$ cat config.mk
export PLATFORM = sky130hd
export DESIGN_NAME = eow_status_rd
export DESIGN_NICKNAME = d
export VERILOG_FILES = /design/src/rtl/eow_status_pkg.sv /design/src/rtl/eow_strobe.sv /design/src/rtl/eow_toggle.sv /design/src/rtl/eow_outmux.sv /design/src/rtl/eow_status_rd.sv
export SDC_FILE = /design/constraint.sdc
export NUM_CORES = 1
export LEC_CHECK = 0
export BUFFER_PORTS_ARGS = -buffer_cell sky130_fd_sc_hd__buf_2
export CAP_MARGIN = 40
export CORE_AREA = 10 10 47 49
export CTS_BUF_LIST = sky130_fd_sc_hd__clkbuf_4 sky130_fd_sc_hd__clkbuf_8
export CTS_CLUSTER_SIZE = 14
export DETAILED_ROUTE_END_ITERATION = 8
export DIE_AREA = 0 0 57 59
export SKIP_CTS_REPAIR_TIMING = 1
export SLEW_MARGIN = 20
export SYNTH_ARGS = -nofsm -noshare
export SYNTH_HDL_FRONTEND = slang
export SYNTH_SLANG_ARGS = --single-unit
$ cat constraint.sdc
create_clock -name clk -period 1.7 [get_ports clk]
set_clock_uncertainty 0.05 [all_clocks]
set_input_delay 0.255 -clock clk [delete_from_list [all_inputs] [get_ports clk]]
set_output_delay 0.255 -clock clk [all_outputs]
set_load 0.05 [all_outputs]
$ cat src/rtl/eow_status_pkg.sv
package eow_status_pkg;

  typedef enum logic [1:0] {
    ROLE_COPY = 2'd0,
    ROLE_POLL = 2'd1,
    ROLE_TOG  = 2'd2
  } bit_role_e;

  // Role of one output bit while a write cycle is busy.
  function automatic bit_role_e bit_role(input int idx, input int poll_pos, input int tog_pos);
    if (idx == poll_pos)     return ROLE_POLL;
    else if (idx == tog_pos) return ROLE_TOG;
    else                     return ROLE_COPY;
  endfunction

  // Value of one status bit given its role.
  function automatic logic status_bit(input bit_role_e role, input logic wr_bit, input logic tog);
    case (role)
      ROLE_POLL: return ~wr_bit;
      ROLE_TOG:  return tog;
      default:   return wr_bit;
    endcase
  endfunction

endpackage

$ cat src/rtl/eow_strobe.sv
module eow_strobe (
  input  logic clk,
  input  logic rst_n,
  input  logic cs_n,
  input  logic oe_n,
  input  logic we_n,
  output logic rd_now,
  output logic read_end
);
  logic rd_q;

  assign rd_now = ~cs_n & ~oe_n & we_n;

  always_ff @(posedge clk or negedge rst_n) begin
    if (!rst_n) rd_q <= 1'b0;
    else        rd_q <= rd_now;
  end

  assign read_end = rd_q & ~rd_now;
endmodule

$ cat src/rtl/eow_toggle.sv
module eow_toggle #(
  parameter logic TOG_INIT = 1'b0
) (
  input  logic clk,
  input  logic rst_n,
  input  logic busy,
  input  logic read_end,
  output logic wr_start,
  output logic tog_q
);
  logic busy_q;
  logic flip;

  assign wr_start = busy & ~busy_q;
  assign flip     = busy & read_end;

  always_ff @(posedge clk or negedge rst_n) begin
    if (!rst_n) begin
      busy_q <= 1'b0;
      tog_q  <= TOG_INIT;
    end else begin
      busy_q <= busy;
      if (wr_start)  tog_q <= TOG_INIT;
      else if (flip) tog_q <= ~tog_q;
    end
  end
endmodule

$ cat src/rtl/eow_outmux.sv
module eow_outmux
  import eow_status_pkg::*;
#(
  parameter int DATA_W   = 8,
  parameter int POLL_POS = 7,
  parameter int TOG_POS  = 6
) (
  input  logic              busy,
  input  logic              tog_q,
  input  logic [DATA_W-1:0] last_wr,
  input  logic [DATA_W-1:0] arr_data,
  output logic [DATA_W-1:0] rd_data
);
  logic [DATA_W-1:0] stat_word;

  for (genvar i = 0; i < DATA_W; i++) begin : g_bit
    localparam bit_role_e ROLE = bit_role(i, POLL_POS, TOG_POS);
    assign stat_word[i] = status_bit(ROLE, last_wr[i], tog_q);
  end

  assign rd_data = busy ? stat_word : arr_data;
endmodule

$ cat src/rtl/eow_status_rd.sv
module eow_status_rd #(
  parameter int   DATA_W   = 8,
  parameter int   POLL_POS = 7,
  parameter int   TOG_POS  = 6,
  parameter logic TOG_INIT = 1'b0
) (
  input  logic              clk,
  input  logic              rst_n,
  input  logic              cs_n,
  input  logic              oe_n,
  input  logic              we_n,
  input  logic              busy,
  input  logic [DATA_W-1:0] last_wr,
  input  logic [DATA_W-1:0] arr_data,
  output logic [DATA_W-1:0] rd_data,
  output logic              rd_oe
);
  // Named internal events, brought out for the checker.
  logic rd_now;
  logic read_end;
  logic wr_start;
  logic tog_q;

  eow_strobe strobe_i (
    .clk      (clk),
    .rst_n    (rst_n),
    .cs_n     (cs_n),
    .oe_n     (oe_n),
    .we_n     (we_n),
    .rd_now   (rd_now),
    .read_end (read_end)
  );

  eow_toggle #(.TOG_INIT(TOG_INIT)) toggle_i (
    .clk      (clk),
    .rst_n    (rst_n),
    .busy     (busy),
    .read_end (read_end),
    .wr_start (wr_start),
    .tog_q    (tog_q)
  );

  eow_outmux #(.DATA_W(DATA_W), .POLL_POS(POLL_POS), .TOG_POS(TOG_POS)) mux_i (
    .busy     (busy),
    .tog_q    (tog_q),
    .last_wr  (last_wr),
    .arr_data (arr_data),
    .rd_data  (rd_data)
  );

  assign rd_oe = rd_now;
endmodule

* Yosys cells after proc, flatten, opt, wreduce, memory -nomap -nowiden
Cells that the tools add are included.
Storage, ports and cells: output and inout port bits 9, bits in registers 3, input bits 22, logic and storage cells 18
Cells by class: bitwise operators 11, muxes and demuxes 3, reductions and logical operators 1
Operator list (number):
- two-way mux 8 bit | 1
- NOT 1 bit | 6
- AND 1 bit | 5
- two-way mux 1 bit | 2
- nonzero test 2 bit | 1

* Longest topological paths before layout
Gate-level depths: netlist of run 1.
word-level depth 8, depth in mapped cells 4, depth with buffers taken out 3

* Cells and area by module
Synthesis of run 1 repeated with hierarchy kept, for this count alone.
Second synthesis, totals: cell total of the unflattened synthesis 20, area total of the unflattened synthesis 261.5 um^2
By module, submodules not included:
- eow_outmux | sequential area each 0.0 um^2, cells an instance 10, times used 1, area each 130.1 um^2
- eow_toggle | sequential area each 50.0 um^2, cells an instance 7, times used 1, area each 87.6 um^2
- eow_strobe | sequential area each 25.0 um^2, cells an instance 3, times used 1, area each 43.8 um^2

* Worst setup path after synthesis of run 1
No wires, ideal clock.
path type input to output, start point input busy, end point output rd_data[7], cell stages on the path 2, data arrival time 1.327 ns, data required time 1.395 ns, path buffers 1, path slack 0.068 ns, cells stage by stage buf_2 > mux2i_1
On the way: cells in the longest elaborated chain, start to end 1
Ends and longest elaborated chain:
- start, declared | RTL line eow_status_rd.sv:12 | input logic busy,
- two-way mux 8 bit | RTL line eow_outmux.sv:21 | assign rd_data = busy ? stat_word : arr_data;
- end, declared | RTL line eow_status_rd.sv:15 | output logic [DATA_W-1:0] rd_data,
No other way between the ends.

* Final worst setup path of run 1
start point register toggle_i.tog_q, end point output rd_data[6]
On the way: cells in the longest elaborated chain, start to end 1
Ends and longest elaborated chain:
- start, declared | RTL line eow_toggle.sv:9 | output logic tog_q
- start signal, assigned | RTL line eow_toggle.sv:24 | else if (flip) tog_q <= ~tog_q;
- two-way mux 8 bit | RTL line eow_outmux.sv:21
No other way between the ends.

==> results of run 1 <==
[sequential cells by signal (all words and copies together), names as in the netlist]
| signal | cells |
|---|---|
| strobe_i.rd_q | 1 |
| toggle_i.busy_q | 1 |
| toggle_i.tog_q | 1 |
[power breakdown]
group / total [mW] / internal [mW] / switching [mW]
sequential: 0.0834 / 0.0788 / 0.00468
combinational: 0.141 / 0.0524 / 0.0884
clock: 0.140 / 0.104 / 0.0366
total: 0.365 / 0.235 / 0.130
[per-stage QoR]
| step | hold slack, ns | worst slack [ns] | power [mW] | util [%] |
|---|---|---|---|---|
| after floorplan | -0.09059 | 0.06766 | 0.1820 | - |
| after global placement | 0.001030 | 0.3417 | 0.2233 | 27.59 |
| after detailed placement | 0.004480 | 0.3331 | 0.2251 | 27.59 |
| after global routing | 0.1528 | 0.2555 | 0.3914 | 30.45 |
| after CTS | -0.2484 | 0.2906 | 0.3733 | 29.73 |
| final | 0.1639 | 0.3036 | 0.3646 | 30.45 |
[layer usage]
layer | GRT usage [%] | share of wire [%] | wire, um | up-vias
met1 | 3.929 | 34 | 285 | 112
met3 | 4.506 | 13 | 112 | 2
li1 | - | - | - | 135
met5 | 0 | 0 | 0 | -
met4 | 5.034 | 0.36 | 3 | 0
met2 | 7.597 | 52 | 440 | 14
[layout by cell type (no fill, tap or decap), drive strengths merged]
cell type	instances
nand2b	1
dfrtp	3
mux2	7
mux2i	1
nor2b	1
nor3b	1
nor2	1
dlygate4sd3	1
buf	29
clkbuf	4
inv	1
a311o	1
nand4b	1
[area by class of cell]
| cell class | instances | area [um^2] | area share, % |
|---|---|---|---|
| clock buffer | 4 | 30.03 | 7.038 |
| timing repair buffer | 30 | 155.1 | 36.36 |
| inverter | 1 | 3.754 | 0.8798 |
| sequential | 3 | 75.07 | 17.60 |
| tap | 16 | 20.02 | 4.692 |
| multi-input combinational | 14 | 142.6 | 33.43 |
[worst max-delay path, stage by stage, from the launching register on]
cell	delay [ns]
dfrtp_1	0.39
mux2_2	0.26
buf_2	0.21
[how the worst max path moves through the flow]
stage          slack, ns            from  depth (start not counted)          to
2_1_floorplan       0.07            busy                          2  rd_data[7]
3_3_place_gp        0.34            busy                          3  rd_data[4]
3_5_place_dp        0.33            busy                          3  rd_data[3]
4_1_cts             0.29  toggle_i.tog_q                          2  rd_data[6]
5_1_grt             0.26  toggle_i.tog_q                          2  rd_data[6]
6_report            0.30  toggle_i.tog_q                          2  rd_data[6]
[cell families after synthesis]
group                  count (synthesis)  share of synthesized area (%)
AO/OA/AOI/OAI                          1                          4.420
buffers and inverters                  2                          3.864
flip-flops                             3                          33.15
multiplexers                           8                          39.23
AND/OR/NAND/NOR                        5                          19.34
==> results.json, run 1 <==
{
  "status": "finished clean",
  "syn-cell-area_um2": 226.5,
  "synth_edf_count": 0,
  "yosysWarnings": 0,
  "dp_cells": 63,
  "start_util_pct": 16.16,
  "yosysTopAreaCellShare_pct": 34.81,
  "power_density_nw_per_um2": 854.5,
  "synthArstFlopShare_pct": 100.0,
  "ff2ff_setup_slack_ns": 0.69,
  "cts_buffers": 3,
  "drc": 0,
  "cts_root_buffer": "clkbuf_4",
  "routedWlPerCell_um": 12.37,
  "synthCells": 19,
  "ys.flop_type": "dfrtp_1",
  "p_leak_nw": 0.2327,
  "cp-start-kind": "register",
  "clock.fmax_mhz": 716.1,
  "yosysSeqAreaShare_pct": 33.15,
  "drt_pass1_iterations": 2,
  "routabilityCongestion": 0.5763,
  "clock_latency_ns": 0.23,
  "setup_violations": 0,
  "synth_seq_cells": 3,
  "synth_most_common_cell": "mux2_2",
  "fillers": 164,
  "die_y_um": 59,
  "finalCritPeriodShare_pct": 82.14,
  "placed_area_um2": 386.6,
  "syn_area_per_cell_um2": 11.92,
  "cp_max_fo": 4,
  "via_count": 263,
  "synthTopCellsByCount": "7 x mux2_2, 3 x dfrtp_1",
  "r2r_end": "toggle_i.tog_q",
  "crit_arrival_ns": 1.09,
  "worst_pin_slew_ns": 0.2551,
  "drive_above_1_share_pct": 78.85,
  "clockBufferDepth": 2,
  "grt_pass1_wl_um": 1297,
  "worstHoldEndpoint": "strobe_i.rd_q",
  "antenna_found_initial": 0,
  "grt_max_degree": 12,
  "cts_tree": "done",
  "min_delay_path_depth": 2,
  "finalSetupTns_ns": 0,
  "maxCapViolCount": 0,
  "grt_usage_pct": 5.104,
  "overflow": 0,
  "crit_required_ns": 1.39,
  "grt_pass1_vias": 311,
  "syn_nets": 41,
  "relSlewSlack_pct": 83.11,
  "synth.largest_area_cell": "mux2_2",
  "die_x_um": 57,
  "synth_cell_type_count": 11,
  "min_period_ns": 1.396,
  "min_path_type": "in -> reg",
  "end_kind": "output pin",
  "drt_wl_total_um": 841,
  "final_nets": 75,
  "cts_sinks": 3,
  "design_area_um2": 426.7,
  "report.final.slew_viol_count": 0,
  "drt_iter0_drc": 3,
  "hold_viol": 0,
  "rsz0062_at_grt": "false",
  "diodes": 0,
  "rows": 14,
  "portBuffers": 29,
  "syn_to_final_growth_pct": 88.40,
  "antenna_left": 0,
  "synth_area_leaders": "mux2_2 35%, dfrtp_1 33%, nor3b_4 8.3%",
  "ir_drop_mv": 0.2850,
  "hold_path.startpoint": "cs_n",
  "viasPerCell": 3.868,
  "die_area_um2": 3363,
  "core_area_um2": 1401,
  "pin_count": 31,
  "h-tree-depth": 1,
  "worstSetupPathType": "reg -> out",
  "cts.clk_slew.worst_paths_ns": 0.04,
  "reg2reg_depth": 3,
  "r2r-start": "toggle_i.tog_q",
  "dp_hpwl_um": 717.7,
  "final_cells": 68
}
Note: power is estimated with default switching activity, not from simulation.
==> inputs of run 2 (changes only) <==
==> constraint.sdc (replaced) <==
create_clock -name clk -period 1.4 [get_ports clk]
set_clock_uncertainty 0.05 [all_clocks]
set_input_delay 0.21 -clock clk [delete_from_list [all_inputs] [get_ports clk]]
set_output_delay 0.21 -clock clk [all_outputs]
set_load 0.05 [all_outputs]
==> run 2 against run 1 <==
  * Die area unchanged
  * Combinational power up 25%
  * Power up 22%
  * Cell area up 1.5%
  * Cell count unchanged
  * Critical path depth unchanged
  * Flip-flop and latch count unchanged
  * First-iteration DRC count down 33%
  * Via count up 1.9%
  * Non-clock buffer count unchanged
==> results.json, run 2 (synthesis results as in run 1) <==
{
  "status": "finished clean",
  "cts_tree": "done",
  "drt_iter0_drc": 2,
  "die_x_um": 57,
  "reg2reg_depth": 3,
  "min_path_type": "in -> reg",
  "drt_wl_total_um": 835,
  "final_cell_mix": "28 x buf_2, 7 x mux2_2, 4 x clkbuf_4",
  "viasPerCell": 3.941,
  "diodes": 0,
  "drt_pass1_iterations": 2,
  "fin_ws_ns": 0.06994,
  "cts.clk_slew.worst_paths_ns": 0.04,
  "antenna_found_initial": 0,
  "h-tree-depth": 1,
  "final_nets": 75,
  "die_y_um": 59,
  "ir_drop_mv": 0.3457,
  "ff2ff_setup_slack_ns": 0.41,
  "crit_arrival_ns": 1.07,
  "portBuffers": 29,
  "min_delay_path_depth": 2,
  "largest_registers": "strobe_i.rd_q: 1 flops, toggle_i.busy_q: 1 flops, toggle_i.tog_q: 1 flops",
  "clockBufferDepth": 2,
  "cts_buffers": 3,
  "grt_max_degree": 12,
  "cp-start-kind": "register",
  "report.final.slew_viol_count": 0,
  "maxCapViolCount": 0,
  "grt_pass1_vias": 305,
  "rsz0062_at_grt": "false",
  "power_density_nw_per_um2": 1029,
  "end_kind": "output pin",
  "drive_above_1_share_pct": 80.77,
  "final_common_cell": "buf_2",
  "finalCritPeriodShare_pct": 95.00,
  "syn_to_final_growth_pct": 91.16,
  "cp_max_fo": 4,
  "dp_hpwl_um": 717.8,
  "routedWlPerCell_um": 12.28,
  "relSlewSlack_pct": 83.55,
  "crit_required_ns": 1.14,
  "finalSetupTns_ns": 0,
  "rows": 14,
  "r2r_end": "toggle_i.tog_q",
  "r2r-start": "toggle_i.tog_q",
  "grt_usage_pct": 5.030,
  "cts_root_buffer": "clkbuf_4",
  "hold_viol": 0,
  "power_mw": 0.4453,
  "clock.fmax_mhz": 751.8,
  "worst_pin_slew_ns": 0.2467,
  "drc": 0,
  "pin_count": 31,
  "min_period_ns": 1.330,
  "routabilityCongestion": 0.5510,
  "setup_violations": 0,
  "post-place-ws_ns": 0.1111,
  "cts_sinks": 3,
  "antenna_left": 0,
  "clock_latency_ns": 0.23,
  "die_area_um2": 3363,
  "via_count": 268,
  "core_area_um2": 1401,
  "worstHoldEndpoint": "strobe_i.rd_q",
  "worstSetupPathType": "reg -> out",
  "grt_pass1_wl_um": 1304,
  "fillers": 162,
  "start_util_pct": 16.16,
  "hold_path.startpoint": "cs_n",
  "p_leak_nw": 0.2316,
  "overflow": 0
}
run 2: changes by cell type in the layout (fill, tap and decap cells not counted):
cell     delta
mux2i_1     -1
buf_4       +1
buf_2       -1
mux2i_2     +1
run 2: area by class of cell:
class	instances	area [um^2]	share of cell area, %
clock buffers	4	30.03	6.936
inverters	1	3.754	0.8671
multi-input cells	14	146.4	33.81
flip-flops and latches	3	75.07	17.34
well taps	16	20.02	4.624
repair buffers	30	157.7	36.42
run 2: how the worst max path moves through the flow:
| stage | start | endpoint | cells after the start |
|---|---|---|---|
| final | toggle_i.tog_q | rd_data[6] | 2 |
| after global routing | toggle_i.tog_q | rd_data[6] | 2 |
| after CTS | toggle_i.tog_q | rd_data[6] | 2 |
| after detailed placement | busy | rd_data[4] | 3 |
| after global placement | busy | rd_data[4] | 3 |
| after floorplan | oe_n | toggle_i.tog_q | 3 |
run 2: metal layers:
layer | vias up | wire length [um] | global-route usage [%] | part of all wire (%)
li1 | 135 | - | - | -
met5 | - | 0 | 0 | 0
met4 | 0 | 4 | 3.020 | 0.48
met2 | 16 | 394 | 7.597 | 47
met3 | 2 | 123 | 5.150 | 15
met1 | 115 | 311 | 4.077 | 37
run 2: stage by stage:
stage | cells | hold WS, ns | cell area [um^2] | util, %
2_1_floorplan | 19 | -0.1356 | 230.2 | -
3_3_place_gp | 63 | -0.04427 | 390.4 | 27.86
3_5_place_dp | 63 | -0.03968 | 390.4 | 27.86
4_1_cts | 67 | -0.2924 | 420.4 | 30.00
5_1_grt | 68 | 0.1138 | 432.9 | 30.89
6_report | 68 | 0.1217 | 432.9 | 30.89
run 2: critical path: stages (launching register included):
cell and delay (ns):
dfrtp_1 0.39, mux2_2 0.27, buf_4 0.19
run 2: power by group:
part	switching, mW	internal [mW]	leakage (nW)
clock network	0.0422	0.126	0.0184
logic	0.109	0.0673	0.175
registers	0.00565	0.0957	0.0383
total	0.156	0.289	0.232
==> inputs of run 3 (changes only) <==
--- a/config.mk
+++ b/config.mk
@@ -12,6 +12,7 @@
 export CTS_CLUSTER_SIZE = 14
 export DETAILED_ROUTE_END_ITERATION = 8
 export DIE_AREA = 0 0 57 59
+export PLACE_DENSITY_LB_ADDON = 0.1
 export SKIP_CTS_REPAIR_TIMING = 1
 export SLEW_MARGIN = 20
 export SYNTH_ARGS = -nofsm -noshare
==> run 3 against run 2 <==
  * Power down 0.45%
  * Clock-buffer cell count is the same
  * Via count fell by 4.1%
  * First-iteration DRC count stayed put
  * Worst setup slack worse by 0.0082 ns
  * Sequential power barely moved
  * Global-route usage shrank 0.10 points
  * Die area stayed put
  * Largest power group unchanged
  * Fmax decreased by 0.61%
  * Worst hold slack gained 0.0014 ns
  * Highest routed layer is now met3
  * Flip-flop and latch count is the same
==> results.json, run 3 (synthesis results as in run 1) <==
{
  "cp-start-kind": "register",
  "p_int_mw": 0.2888,
  "syn_to_final_growth_pct": 91.16,
  "p_sw_share_pct": 34.86,
  "design_area_um2": 432.9,
  "min_period_ns": 1.338,
  "hold_viol": 0,
  "worstSetupPathType": "reg -> out",
  "clockBufferDepth": 2,
  "cts_root_buffer": "clkbuf_4",
  "rsz0062_at_grt": "false",
  "final_common_cell": "buf_2",
  "core_area_um2": 1401,
  "worst_pin_slew_ns": 0.2570,
  "start_util_pct": 16.16,
  "status": "finished clean",
  "grt_max_degree": 12,
  "power_density_nw_per_um2": 1024,
  "routabilityCongestion": 0.5744,
  "dp_hpwl_um": 743.3,
  "grt_pass1_vias": 331,
  "report.final.slew_viol_count": 0,
  "multi_input_area_um2": 146.4,
  "hold_slack_ns": 0.1232,
  "pin_count": 31,
  "cts_buffers": 3,
  "p_comb_share_pct": 39.5,
  "die_x_um": 57,
  "grt_usage_pct": 4.931,
  "drive_above_1_share_pct": 80.77,
  "drt_pass1_iterations": 2,
  "die_y_um": 59,
  "fillers": 154,
  "final_cell_mix": "28 x buf_2, 7 x mux2_2, 4 x clkbuf_4",
  "routedWlPerCell_um": 12.40,
  "dp_cells": 63,
  "power_mw": 0.4433,
  "placed_area_um2": 390.4,
  "cts_sinks": 3,
  "crit_arrival_ns": 1.08,
  "finalCritPeriodShare_pct": 95.59,
  "viasPerCell": 3.779,
  "finalSetupTns_ns": 0,
  "overflow": 0,
  "drt_wl_total_um": 843,
  "h-tree-depth": 1,
  "clock.fmax_mhz": 747.3,
  "p_sw_mw": 0.1545,
  "antenna_left": 0,
  "rows": 14,
  "end_kind": "output pin",
  "p_clk_share_pct": 37.4,
  "min_path_type": "in -> reg",
  "ff_latch_area_um2": 75.07,
  "diodes": 0,
  "setup_violations": 0,
  "drc": 0,
  "crit_required_ns": 1.14,
  "p_seq_share_pct": 23.1,
  "maxCapViolCount": 0,
  "final_nets": 75,
  "cts.clk_slew.worst_paths_ns": 0.04,
  "ir_drop_mv": 0.4782,
  "largest_registers": "strobe_i.rd_q: 1 flops, toggle_i.busy_q: 1 flops, toggle_i.tog_q: 1 flops",
  "die_area_um2": 3363,
  "p_leak_nw": 0.2316,
  "antenna_found_initial": 0,
  "cp_max_fo": 4,
  "via_count": 257,
  "portBuffers": 29,
  "grt_pass1_wl_um": 1317,
  "drt_iter0_drc": 2,
  "clock_latency_ns": 0.23,
  "final_cells": 68,
  "cts_tree": "done",
  "relSlewSlack_pct": 82.99
}
==> run 3: path summary, 6_finish.rpt <==
kind | cells after the start | slack (ns) | to | startpoint
min reg2reg | 1 | 0.48 | toggle_i.tog_q | toggle_i.busy_q
min | 2 | 0.12 | strobe_i.rd_q | oe_n
max in group asynchronous | 2 | 0.94 | strobe_i.rd_q | rst_n
max | 2 | 0.06 | rd_data[6] | toggle_i.tog_q
min in group asynchronous | 2 | 0.25 | toggle_i.tog_q | rst_n
max reg2reg | 3 | 0.38 | toggle_i.tog_q | toggle_i.tog_q
==> run 3: power by group through the flow <==
stage	Combinational, mW	Clock [mW]	Sequential (mW)
global route	0.186	0.186	0.104
floorplan	0.122	0	0.101
CTS	0.173	0.173	0.102
global placement	0.170	0	0.102
finish	0.175	0.166	0.102
detailed placement	0.172	0	0.103
==> run 3: critical path: stages, from the launching register on <==
cell,delay (ns)
dfrtp_1,0.39
mux2_2,0.27
buf_4,0.19
==> run 3: layout make-up <==
| type | count | area share, % |
|---|---|---|
| Timing Repair Buffer | 30 | 36.42 |
| Multi-Input combinational cell | 14 | 33.81 |
| Sequential cell | 3 | 17.34 |
| Clock buffer | 4 | 6.936 |
| Tap cell | 16 | 4.624 |
| Inverter | 1 | 0.8671 |
==> run 3: stage by stage <==
step	setup WS, ns	util [%]
floorplan	0.06437	-
global placement	0.1320	27.86
detailed placement	0.1123	27.86
CTS	0.03840	30.00
global route	0.01036	30.89
finish	0.06177	30.89
==> run 3: per-layer routing <==
| metal | global-route usage (%) | wire, um | vias to the layer above |
|---|---|---|---|
| met3 | 3.004 | 71 | 0 |
| met4 | 3.020 | 0 | 0 |
| met1 | 4.405 | 300 | 109 |
| met2 | 8.372 | 472 | 13 |
| met5 | 0 | 0 | - |
| li1 | - | - | 135 |
